<file path="src/rtl/eirq_pkg.sv">
package eirq_pkg;

  typedef enum logic [1:0] {
    EDGE_OFF  = 2'b00,
    EDGE_RISE = 2'b01,
    EDGE_FALL = 2'b10,
    EDGE_ANY  = 2'b11
  } edge_mode_e;

  localparam int          VEC_W        = 16;
  localparam logic [15:0] VEC_HI_LINE0 = 16'hFFFA;

  // Each further line sits two bytes below the previous one.
  function automatic logic [VEC_W-1:0] vec_hi_addr(input int line);
    return VEC_HI_LINE0 - VEC_W'(2 * line);
  endfunction

  function automatic logic [VEC_W-1:0] vec_lo_addr(input int line);
    return vec_hi_addr(line) + VEC_W'(1);
  endfunction

endpackage

</file>
<file path="src/rtl/eirq_edge_detect.sv">
module eirq_edge_detect #(
  parameter int SYNC_STAGES = 2
) (
  input  logic                  clk,
  input  logic                  rst,
  input  logic                  pin_i,
  input  eirq_pkg::edge_mode_e  mode_i,
  output logic                  hit_o
);
  import eirq_pkg::*;

  logic [SYNC_STAGES-1:0] sync_q;
  logic                   prev_q;
  logic                   cur;
  logic                   rise;
  logic                   fall;

  always_ff @(posedge clk) begin
    if (rst) begin
      sync_q <= '0;
      prev_q <= 1'b0;
    end else begin
      sync_q <= {sync_q[SYNC_STAGES-2:0], pin_i};
      prev_q <= sync_q[SYNC_STAGES-1];
    end
  end

  always_comb begin
    cur  = sync_q[SYNC_STAGES-1];
    rise = cur & ~prev_q;
    fall = ~cur & prev_q;
    case (mode_i)
      EDGE_OFF:  hit_o = 1'b0;
      EDGE_RISE: hit_o = rise;
      EDGE_FALL: hit_o = fall;
      default:   hit_o = rise | fall;
    endcase
  end

endmodule

</file>
<file path="src/rtl/eirq_regs.sv">
module eirq_regs #(
  parameter int N_PINS        = 4,
  parameter int PINS_PER_LINE = 2,
  parameter int ADDR_W        = 16,
  parameter int DATA_W        = 8,
  parameter int CTRL_BASE     = 'h0070,
  parameter int LEVEL_ADDR    = 'h007B,
  parameter int LEVEL_W       = 2,
  localparam int N_LINES      = N_PINS / PINS_PER_LINE,
  localparam int LVL_BITS     = N_LINES * LEVEL_W
) (
  input  logic                   clk,
  input  logic                   rst,
  input  logic [ADDR_W-1:0]      addr_i,
  input  logic [DATA_W-1:0]      wdata_i,
  input  logic                   we_i,
  input  logic [N_PINS-1:0]      hit_i,
  output logic [N_PINS-1:0]      flag_o,
  output logic [N_PINS-1:0]      en_o,
  output logic [N_PINS-1:0][1:0] mode_o,
  output logic [LVL_BITS-1:0]    level_o,
  output logic [DATA_W-1:0]      rdata_o
);
  localparam int NIB          = 4;
  localparam int PINS_PER_REG = DATA_W / NIB;
  localparam int N_CTRL       = (N_PINS + PINS_PER_REG - 1) / PINS_PER_REG;

  logic [N_PINS-1:0]      flag_q;
  logic [N_PINS-1:0]      en_q;
  logic [N_PINS-1:0][1:0] mode_q;
  logic [LVL_BITS-1:0]    level_q;
  logic [DATA_W-1:0]      rdata_q;
  logic [DATA_W-1:0]      rd_next;
  logic [N_CTRL-1:0]      ctrl_sel;
  logic                   level_sel;

  always_comb begin
    for (int r = 0; r < N_CTRL; r++)
      ctrl_sel[r] = (addr_i == ADDR_W'(CTRL_BASE + r));
    level_sel = (addr_i == ADDR_W'(LEVEL_ADDR));
  end

  always_comb begin
    rd_next = '0;
    for (int p = 0; p < N_PINS; p++)
      if (ctrl_sel[p / PINS_PER_REG])
        rd_next[NIB*(p % PINS_PER_REG) +: NIB] = {flag_q[p], en_q[p], mode_q[p]};
    if (level_sel)
      rd_next[LVL_BITS-1:0] = level_q;
  end

  always_ff @(posedge clk) begin
    if (rst) begin
      flag_q  <= '0;
      en_q    <= '0;
      mode_q  <= '0;
      level_q <= '0;
      rdata_q <= '0;
    end else begin
      for (int p = 0; p < N_PINS; p++) begin
        if (we_i && ctrl_sel[p / PINS_PER_REG]) begin
          en_q[p]   <= wdata_i[NIB*(p % PINS_PER_REG) + 2];
          mode_q[p] <= wdata_i[NIB*(p % PINS_PER_REG) +: 2];
        end
        // Software can only clear; a fresh edge in the same cycle wins.
        flag_q[p] <= hit_i[p] |
                     (flag_q[p] & ~(we_i & ctrl_sel[p / PINS_PER_REG] &
                                    ~wdata_i[NIB*(p % PINS_PER_REG) + 3]));
      end
      if (we_i && level_sel)
        level_q <= wdata_i[LVL_BITS-1:0];
      rdata_q <= rd_next;
    end
  end

  assign flag_o  = flag_q;
  assign en_o    = en_q;
  assign mode_o  = mode_q;
  assign level_o = level_q;
  assign rdata_o = rdata_q;

endmodule

</file>
<file path="src/rtl/ext_irq_ctrl.sv">
module ext_irq_ctrl #(
  parameter int N_PINS        = 4,
  parameter int PINS_PER_LINE = 2,
  parameter int SYNC_STAGES   = 2,
  parameter int ADDR_W        = 16,
  parameter int DATA_W        = 8,
  parameter int CTRL_BASE     = 'h0070,
  parameter int LEVEL_ADDR    = 'h007B,
  parameter int LEVEL_W       = 2,
  localparam int N_LINES      = N_PINS / PINS_PER_LINE,
  localparam int LVL_BITS     = N_LINES * LEVEL_W
) (
  input  logic                       clk,
  input  logic                       rst,
  input  logic [N_PINS-1:0]          ext_pin_i,
  input  logic                       stop_mode_i,
  input  logic [ADDR_W-1:0]          bus_addr_i,
  input  logic [DATA_W-1:0]          bus_wdata_i,
  input  logic                       bus_we_i,
  output logic [DATA_W-1:0]          bus_rdata_o,
  output logic [N_LINES-1:0]         irq_o,
  output logic                       wake_o,
  output logic [LVL_BITS-1:0]        irq_level_o,
  output logic [eirq_pkg::VEC_W-1:0] vec_hi_addr_o,
  output logic [eirq_pkg::VEC_W-1:0] vec_lo_addr_o
);
  import eirq_pkg::*;

  logic [N_PINS-1:0]      pin_hit;
  logic [N_PINS-1:0]      pin_flag;
  logic [N_PINS-1:0]      pin_en;
  logic [N_PINS-1:0][1:0] pin_mode;
  logic [N_PINS-1:0]      armed;
  logic [N_LINES-1:0]     line_req;
  logic [N_LINES-1:0]     irq_q;
  logic                   wake_q;

  for (genvar p = 0; p < N_PINS; p++) begin : g_pin
    eirq_edge_detect #(.SYNC_STAGES(SYNC_STAGES)) u_det (
      .clk    (clk),
      .rst    (rst),
      .pin_i  (ext_pin_i[p]),
      .mode_i (edge_mode_e'(pin_mode[p])),
      .hit_o  (pin_hit[p])
    );
  end

  eirq_regs #(
    .N_PINS(N_PINS), .PINS_PER_LINE(PINS_PER_LINE), .ADDR_W(ADDR_W),
    .DATA_W(DATA_W), .CTRL_BASE(CTRL_BASE), .LEVEL_ADDR(LEVEL_ADDR),
    .LEVEL_W(LEVEL_W)
  ) u_regs (
    .clk     (clk),
    .rst     (rst),
    .addr_i  (bus_addr_i),
    .wdata_i (bus_wdata_i),
    .we_i    (bus_we_i),
    .hit_i   (pin_hit),
    .flag_o  (pin_flag),
    .en_o    (pin_en),
    .mode_o  (pin_mode),
    .level_o (irq_level_o),
    .rdata_o (bus_rdata_o)
  );

  assign armed = pin_flag & pin_en;

  always_comb
    for (int l = 0; l < N_LINES; l++)
      line_req[l] = |armed[l*PINS_PER_LINE +: PINS_PER_LINE];

  always_ff @(posedge clk) begin
    if (rst) begin
      irq_q  <= '0;
      wake_q <= 1'b0;
    end else begin
      irq_q  <= line_req;
      wake_q <= stop_mode_i & (|armed);
    end
  end

  // Lowest-numbered active line owns the vector outputs.
  always_comb begin
    vec_hi_addr_o = '0;
    vec_lo_addr_o = '0;
    for (int l = N_LINES - 1; l >= 0; l--)
      if (irq_q[l]) begin
        vec_hi_addr_o = vec_hi_addr(l);
        vec_lo_addr_o = vec_lo_addr(l);
      end
  end

  assign irq_o  = irq_q;
  assign wake_o = wake_q;

endmodule

</file>
<file path="config.mk">
export PLATFORM = sky130hd
export DESIGN_NAME = ext_irq_ctrl
export DESIGN_NICKNAME = d
export VERILOG_FILES = /design/src/rtl/eirq_pkg.sv /design/src/rtl/eirq_edge_detect.sv /design/src/rtl/eirq_regs.sv /design/src/rtl/ext_irq_ctrl.sv
export SDC_FILE = /design/constraint.sdc
export NUM_CORES = 1
export LEC_CHECK = 0
export BUFFER_PORTS_ARGS = -buffer_cell sky130_fd_sc_hd__buf_2
export CAP_MARGIN = 20
export CORE_ASPECT_RATIO = 1.1
export CORE_MARGIN = 1.5
export CORE_UTILIZATION = 49
export CTS_CLUSTER_SIZE = 14
export DETAILED_ROUTE_END_ITERATION = 10
export GPL_ROUTABILITY_DRIVEN = 0
export HOLD_SLACK_MARGIN = 0.02
export PLACE_DENSITY = 0.8
export SLEW_MARGIN = 20
export SYNTH_ARGS = -nofsm -noshare
export SYNTH_HDL_FRONTEND = slang
export SYNTH_SLANG_ARGS = --single-unit
</file>
<file path="constraint.sdc">
create_clock -name clk -period 1.55 [get_ports clk]
set_input_delay 0.155 -clock clk [delete_from_list [all_inputs] [get_ports clk]]
set_output_delay 0.155 -clock clk [all_outputs]
set_load 0.02 [all_outputs]
</file>
==> results of run 1 <==
[per-stage QoR]
step	setup WS [ns]	hold WS [ns]	cells	power, W	utilization [%]
floorplan	0.2813	0.2726	231	0.001225	-
finish	0.1202	0.06723	335	0.001971	60.07
global route	0.03440	0.06732	335	0.002040	60.07
detailed placement	0.08457	0.3738	328	0.001290	57.90
global placement	0.1012	0.3668	328	0.001286	57.90
CTS	0.1027	0.06744	335	0.001981	60.07
[per-layer routing]
layer	global-route usage [%]	vias up	part of all wire (%)
met1	20.14	790	41
met3	5.651	9	7.9
li1	-	868	-
met5	0	-	0
met2	31.75	81	50
met4	8.333	0	1.8
[worst min-delay path by stage]
| stage | to | slack (ns) | cells after the start |
|---|---|---|---|
| after detailed placement | g_pin[0].u_det.sync_q[0] | 0.37 | 2 |
| after global placement | g_pin[0].u_det.sync_q[0] | 0.37 | 2 |
| after global routing | wake_o | 0.07 | 2 |
| final | wake_o | 0.07 | 2 |
| after CTS | wake_o | 0.07 | 2 |
| after floorplan | wake_o | 0.27 | 1 |
[cells in the mapped netlist, drive strengths merged]
| master | number | area [µm²] |
|---|---|---|
| dfxtp | 43 | 860.8 |
| buf | 34 | 260.2 |
| a21oi | 22 | 110.1 |
| o21ai | 17 | 85.08 |
| nor2 | 15 | 56.30 |
| nand4 | 13 | 87.58 |
| inv | 12 | 45.04 |
| mux2i | 11 | 110.1 |
| nor2b | 9 | 56.30 |
| ha | 8 | 100.1 |
| clkbuf | 7 | 31.28 |
| nand3 | 7 | 35.03 |
| nand2 | 5 | 18.77 |
| o2bb2ai | 4 | 35.03 |
| a22oi | 2 | 15.01 |
| and4 | 2 | 20.02 |
| nand2b | 2 | 12.51 |
| nand3b | 2 | 15.01 |
| nor4 | 2 | 42.54 |
| o31ai | 2 | 15.01 |
| a31oi | 1 | 6.260 |
| and2 | 1 | 7.510 |
| and3 | 1 | 6.260 |
| and4bb | 1 | 12.51 |
| conb | 1 | 3.750 |
| nor3b | 1 | 12.51 |
| o211ai | 1 | 7.510 |
| o21a | 1 | 7.510 |
| o41ai | 1 | 8.760 |
| or2 | 1 | 6.260 |
[area by class of cell]
| type | count | area [µm²] |
|---|---|---|
| tap | 52 | 65.06 |
| clock buffer | 6 | 82.58 |
| clock inverter | 1 | 5.005 |
| multi-input combinational | 135 | 900.9 |
| sequential | 43 | 860.8 |
| fill | 349 | 1607 |
| inverter | 12 | 45.04 |
| timing repair buffer | 86 | 457.9 |
[worst register-to-register path, delay by kind of cell, from the launching register on]
kind,cells,cell delay (ns)
flops,1,0.33
buf+inv,1,0.05
fa+ha+maj,1,0.28
mux,1,0.14
compound gates,2,0.21
[sequential cells by signal, indices dropped and copies added, names as in the netlist]
register and cells:
g_pin.u_det.prev_q 4, g_pin.u_det.sync_q 8, irq_o 2, u_regs.en_o 4
u_regs.flag_o 4, u_regs.level_o 4, u_regs.mode_o 8, u_regs.rdata_o 8
wake_o 1
[power by group through the flow]
stage | combinational [W] | sequential, W | clock [W]
floorplan | 0.0000792 | 0.00115 | 0
global placement | 0.000140 | 0.00115 | 0
detailed placement | 0.000143 | 0.00115 | 0
CTS | 0.000144 | 0.00112 | 0.000716
global route | 0.000158 | 0.00112 | 0.000760
finish | 0.000144 | 0.00112 | 0.000706
[cell families after synthesis]
kind of cell,count (synthesis),synth area share [%]
DFF,43,41.17
and+or+nand+nor,62,18.61
buffers and inverters,53,16.10
AOI/OAI and AO/OA,51,13.88
adders and majority gates,8,4.788
other,1,0.1794
muxes,11,5.267
==> impl_metrics.env, run 1 <==
export IMPL_ys_ff_latch=43
export IMPL_core_um2=4024
export IMPL_syn2layout_area_growth_pct=15.62
export IMPL_syn_area_um2=2091
export IMPL_first_iter_violations=109
export IMPL_power_frac_seq_pct=56.9
export IMPL_crit_buf_inv=1
export IMPL_status="finished clean"
export IMPL_startpoint="irq_o[0]"
export IMPL_cts_resized=0
export IMPL_worst_setup_path_start_kind="flop"
export IMPL_layout_nets=323
export IMPL_antenna_found_initial=0
export IMPL_dieArea_um2=4668
export IMPL_post_cts_setup_buffer_count=0
export IMPL_r2r_start="g_pin[0].u_det.prev_q"
export IMPL_synth_cell_types=37
export IMPL_rows=24
export IMPL_worstHoldStart="stop_mode_i"
export IMPL_drtAntennaViolNets=0
export IMPL_crit_arrival_ns=1.27
export IMPL_drive_above_1_share_pct=35.69
export IMPL_netSwitchingPower_w=0.0004447
export IMPL_cts_sinks=43
export IMPL_overflow=0
export IMPL_switching_share_pct=22.57
export IMPL_final_cell_mix="buf_2 (75), dfxtp_1 (43), a21oi_1 (22)"
export IMPL_combPwrFrac_pct=7.3
export IMPL_diodes=0
export IMPL_crit_chain="or2_2 -> buf_2"
export IMPL_cts_buffers=5
export IMPL_ir_worst_vdd_mv=0.5909
export IMPL_maxSlewViolCount=0
export IMPL_end_kind="output port"
export IMPL_pwr_share_clk_pct=35.8
export IMPL_layout_min_cycle_time_ns=1.430
export IMPL_initial_core_util_pct=51.96
export IMPL_powerDensity_nw_per_um2=815.2
export IMPL_io_pins=79
export IMPL_crit_path_top_delay_cell="or2_2"
export IMPL_die_w_um=65.28
export IMPL_grt_pass1_wl_mm=6.568
export IMPL_critPathKind="reg2out"
export IMPL_cts_tree="done"
export IMPL_clk_latency_ns=0.30
export IMPL_fin_tns_setup_ns=0
export IMPL_post_route_period_util_pct=92.25
export IMPL_cts_root_to_sink_buffers=2
export IMPL_rrSetupSlack_ns=0.48
export IMPL_intPower_w=0.001526
export IMPL_drc_errors=0
export IMPL_fmaxAchievable_mhz=699.4
export IMPL_worstSetupPathDepth=2
export IMPL_clk_pin_slew_ns=0.07
export IMPL_p_leak_nw=1.093
export IMPL_reg2reg_depth=5
export IMPL_crit_required_ns=1.39
export IMPL_avgRoutedWirePerCell_um=12.05
export IMPL_max_cap_violations=0
export IMPL_placed_area_um2=2330
export IMPL_wl_mm=4.036
export IMPL_hp_class="in2reg"
export IMPL_die_y_um=71.51
export IMPL_timing_rr_end="u_regs.flag_o[0]"
export IMPL_setup_violations=0
export IMPL_crit_family="simple AND/OR/NAND/NOR gates"
export IMPL_finalHoldViolCount=0
export IMPL_synthesis_instances=229
export IMPL_grt_max_degree=28
export IMPL_dr_total_vias=1748
export IMPL_cts_hold_buffers=0
export IMPL_h_tree_depth=2
export IMPL_fin_area_um2=2417
export IMPL_critPathMaxStageDelay_ns=0.43
export IMPL_ys_warn_count=0
export IMPL_dp_hpwl_mm=3.144
export IMPL_grt_pass1_vias=1552
export IMPL_rsz0062_at_grt="false"
export IMPL_numPortBuffers=75
export IMPL_crit_path_end="vec_hi_addr_o[10]"
export IMPL_final_common_cell="buf_2"
export IMPL_fin_skew_ns=0.007280
export IMPL_crit_path_max_fanout=27
export IMPL_ys_seq_area_share_pct=41.17
export IMPL_cts_root_buf="clkbuf_8"
export IMPL_drt_first_pass_iters=4
export IMPL_synth_area_per_cell_um2=9.130
export IMPL_viasPerCell=5.218
export IMPL_grt_usage_pct=18.21
No activity file was read; power rests on OpenSTA's default activity.
==> run 2: changes to the inputs <==
--- a/config.mk
+++ b/config.mk
@@ -13,6 +13,7 @@
 export CTS_CLUSTER_SIZE = 14
 export DETAILED_ROUTE_END_ITERATION = 10
 export GPL_ROUTABILITY_DRIVEN = 0
+export GPL_TIMING_DRIVEN = 0
 export HOLD_SLACK_MARGIN = 0.02
 export PLACE_DENSITY = 0.8
 export SLEW_MARGIN = 20
==> constraint.sdc (replaced) <==
create_clock -name clk -period 1.55 [get_ports clk]
set_input_delay 0.155 -clock clk [delete_from_list [all_inputs] [get_ports clk]]
set_output_delay 0.155 -clock clk [all_outputs]
set_load 0.01 [all_outputs]
==> run 2 against run 1 <==
Setup slack lost 0.019 ns. Clock skew is essentially flat. Flip-flop and latch count stayed put. Power rose by 0.76%.
==> impl_metrics.env, run 2 (same netlist as run 1, synthesis figures left out) <==
export IMPL_dieArea_um2=4668
export IMPL_worstSetupPathDepth=3
export IMPL_status="finished clean"
export IMPL_viasPerCell=5.124
export IMPL_num_fill_cells=354
export IMPL_end_kind="output port"
export IMPL_die_y_um=71.51
export IMPL_wl_mm=4.502
export IMPL_pwr_share_clk_pct=36.0
export IMPL_grt_max_degree=28
export IMPL_crit_chain="or2_4 -> buf_4 -> buf_2"
export IMPL_final_common_cell="buf_2"
export IMPL_overflow=0
export IMPL_drt_first_pass_iters=4
export IMPL_dr_total_vias=1865
export IMPL_worst_setup_path_start_kind="flop"
export IMPL_diodes=0
export IMPL_die_w_um=65.28
export IMPL_first_iter_violations=100
export IMPL_r2r_start="g_pin[3].u_det.prev_q"
export IMPL_crit_arrival_ns=1.29
export IMPL_reg2reg_depth=5
export IMPL_p_leak_nw=1.232
export IMPL_critPathMaxStageDelay_ns=0.36
export IMPL_cts_hold_buffers=0
export IMPL_h_tree_depth=2
export IMPL_core_um2=4024
export IMPL_grt_pass1_vias=1720
export IMPL_crit_buf_inv=2
export IMPL_hp_class="in2reg"
export IMPL_holdPathStages=2
export IMPL_numPortBuffers=74
export IMPL_powerDensity_nw_per_um2=756.7
export IMPL_cts_sinks=43
export IMPL_cts_tree="done"
export IMPL_grt_pass1_wl_mm=7.472
export IMPL_cts_resized=1
export IMPL_worstHoldStart="ext_pin_i[1]"
export IMPL_placed_area_um2=2534
export IMPL_critPathKind="reg2out"
export IMPL_io_pins=79
export IMPL_fin_skew_ns=0.007591
export IMPL_cts_root_buf="clkbuf_8"
export IMPL_clk_pin_slew_ns=0.08
export IMPL_rsz0062_at_grt="false"
export IMPL_switching_share_pct=22.96
export IMPL_setup_ws_ns=0.1007
export IMPL_fin_area_um2=2624
export IMPL_startpoint="irq_o[0]"
export IMPL_max_cap_violations=0
export IMPL_dp_cells=357
export IMPL_intPower_w=0.001529
export IMPL_max_slew_margin_pct=62.13
export IMPL_antenna_found_initial=0
export IMPL_cts_buffers=5
export IMPL_drc_errors=0
export IMPL_netSwitchingPower_w=0.0004559
export IMPL_max_slew_worst_pin_slew_ns=0.5680
export IMPL_cts_root_to_sink_buffers=2
export IMPL_setup_violations=0
export IMPL_drtAntennaViolNets=0
export IMPL_final_cell_count_no_fill=364
export IMPL_maxSlewViolCount=0
export IMPL_rows=24
export IMPL_initial_core_util_pct=51.96
export IMPL_post_route_period_util_pct=93.50
export IMPL_holdWs_ns=0.06441
export IMPL_multi_input_area_um2=903.4
export IMPL_ir_worst_vdd_mv=0.5698
export IMPL_clk_latency_ns=0.30
export IMPL_post_cts_setup_buffer_count=0
export IMPL_crit_path_max_fanout=27
export IMPL_dp_hpwl_mm=3.474
export IMPL_avgRoutedWirePerCell_um=12.37
export IMPL_finalHoldViolCount=0
export IMPL_final_cell_mix="buf_2 (75), dfxtp_1 (43), buf_4 (31)"
export IMPL_combPwrFrac_pct=7.5
export IMPL_syn2layout_area_growth_pct=25.49
export IMPL_post_place_ws_ns=-0.03629
export IMPL_crit_path_top_delay_cell="or2_4"
export IMPL_layout_nets=352
export IMPL_crit_required_ns=1.39
export IMPL_grt_usage_pct=20.76
export IMPL_fmaxAchievable_mhz=690.0
export IMPL_power_frac_seq_pct=56.4
export IMPL_layout_min_cycle_time_ns=1.449
export IMPL_seqCellArea_um2=860.8
export IMPL_fin_tns_setup_ns=0
export IMPL_crit_family="simple AND/OR/NAND/NOR gates"
export IMPL_drive_above_1_share_pct=40.06
## run 2: final timing paths
path	to	slack (ns)
min	g_pin[1].u_det.sync_q[0]	0.06
max	vec_hi_addr_o[5]	0.10
min reg2reg	g_pin[1].u_det.sync_q[1]	0.44
max reg2reg	u_regs.flag_o[3]	0.42
## run 2: cell type report
| type | count | area share [%] |
|---|---|---|
| sequential | 43 | 32.81 |
| timing repair buffer | 74 | 14.12 |
| inverter | 12 | 1.717 |
| clock buffer | 6 | 3.147 |
| multi-input combinational | 135 | 34.43 |
| clock inverter | 1 | 0.1907 |
| tap | 52 | 2.480 |
| buffer | 41 | 11.11 |
## run 2: per-stage QoR
stage               util (%)  power (W)
floorplan                  -   0.001221
global placement       62.97   0.001290
detailed placement     62.97   0.001295
CTS                    65.21   0.002003
global route           65.21   0.002070
finish                 65.21   0.001985
## run 2: metal layers
layer / vias to the layer above / routed length, µm / global-route usage [%]
li1: 928 / - / -
met1: 844 / 1745 / 22.78
met2: 86 / 2233 / 37.30
met3: 7 / 451 / 6.436
met4: 0 / 72 / 7.639
met5: - / 0 / 0
## run 2: worst register-to-register path, stage by stage, from the launching register on
cell and delay (ns):
dfxtp_1 0.34, inv_1 0.05, ha_1 0.29, mux2i_1 0.16, a21oi_1 0.10, a21oi_1 0.12
## run 2: power by group through the flow
stage	Sequential [W]	Combinational, W	Clock, W
global placement	0.00115	0.000144	0
global route	0.00112	0.000164	0.000783
detailed placement	0.00115	0.000148	0
floorplan	0.00115	0.0000758	0
finish	0.00112	0.000150	0.000715
CTS	0.00112	0.000149	0.000733
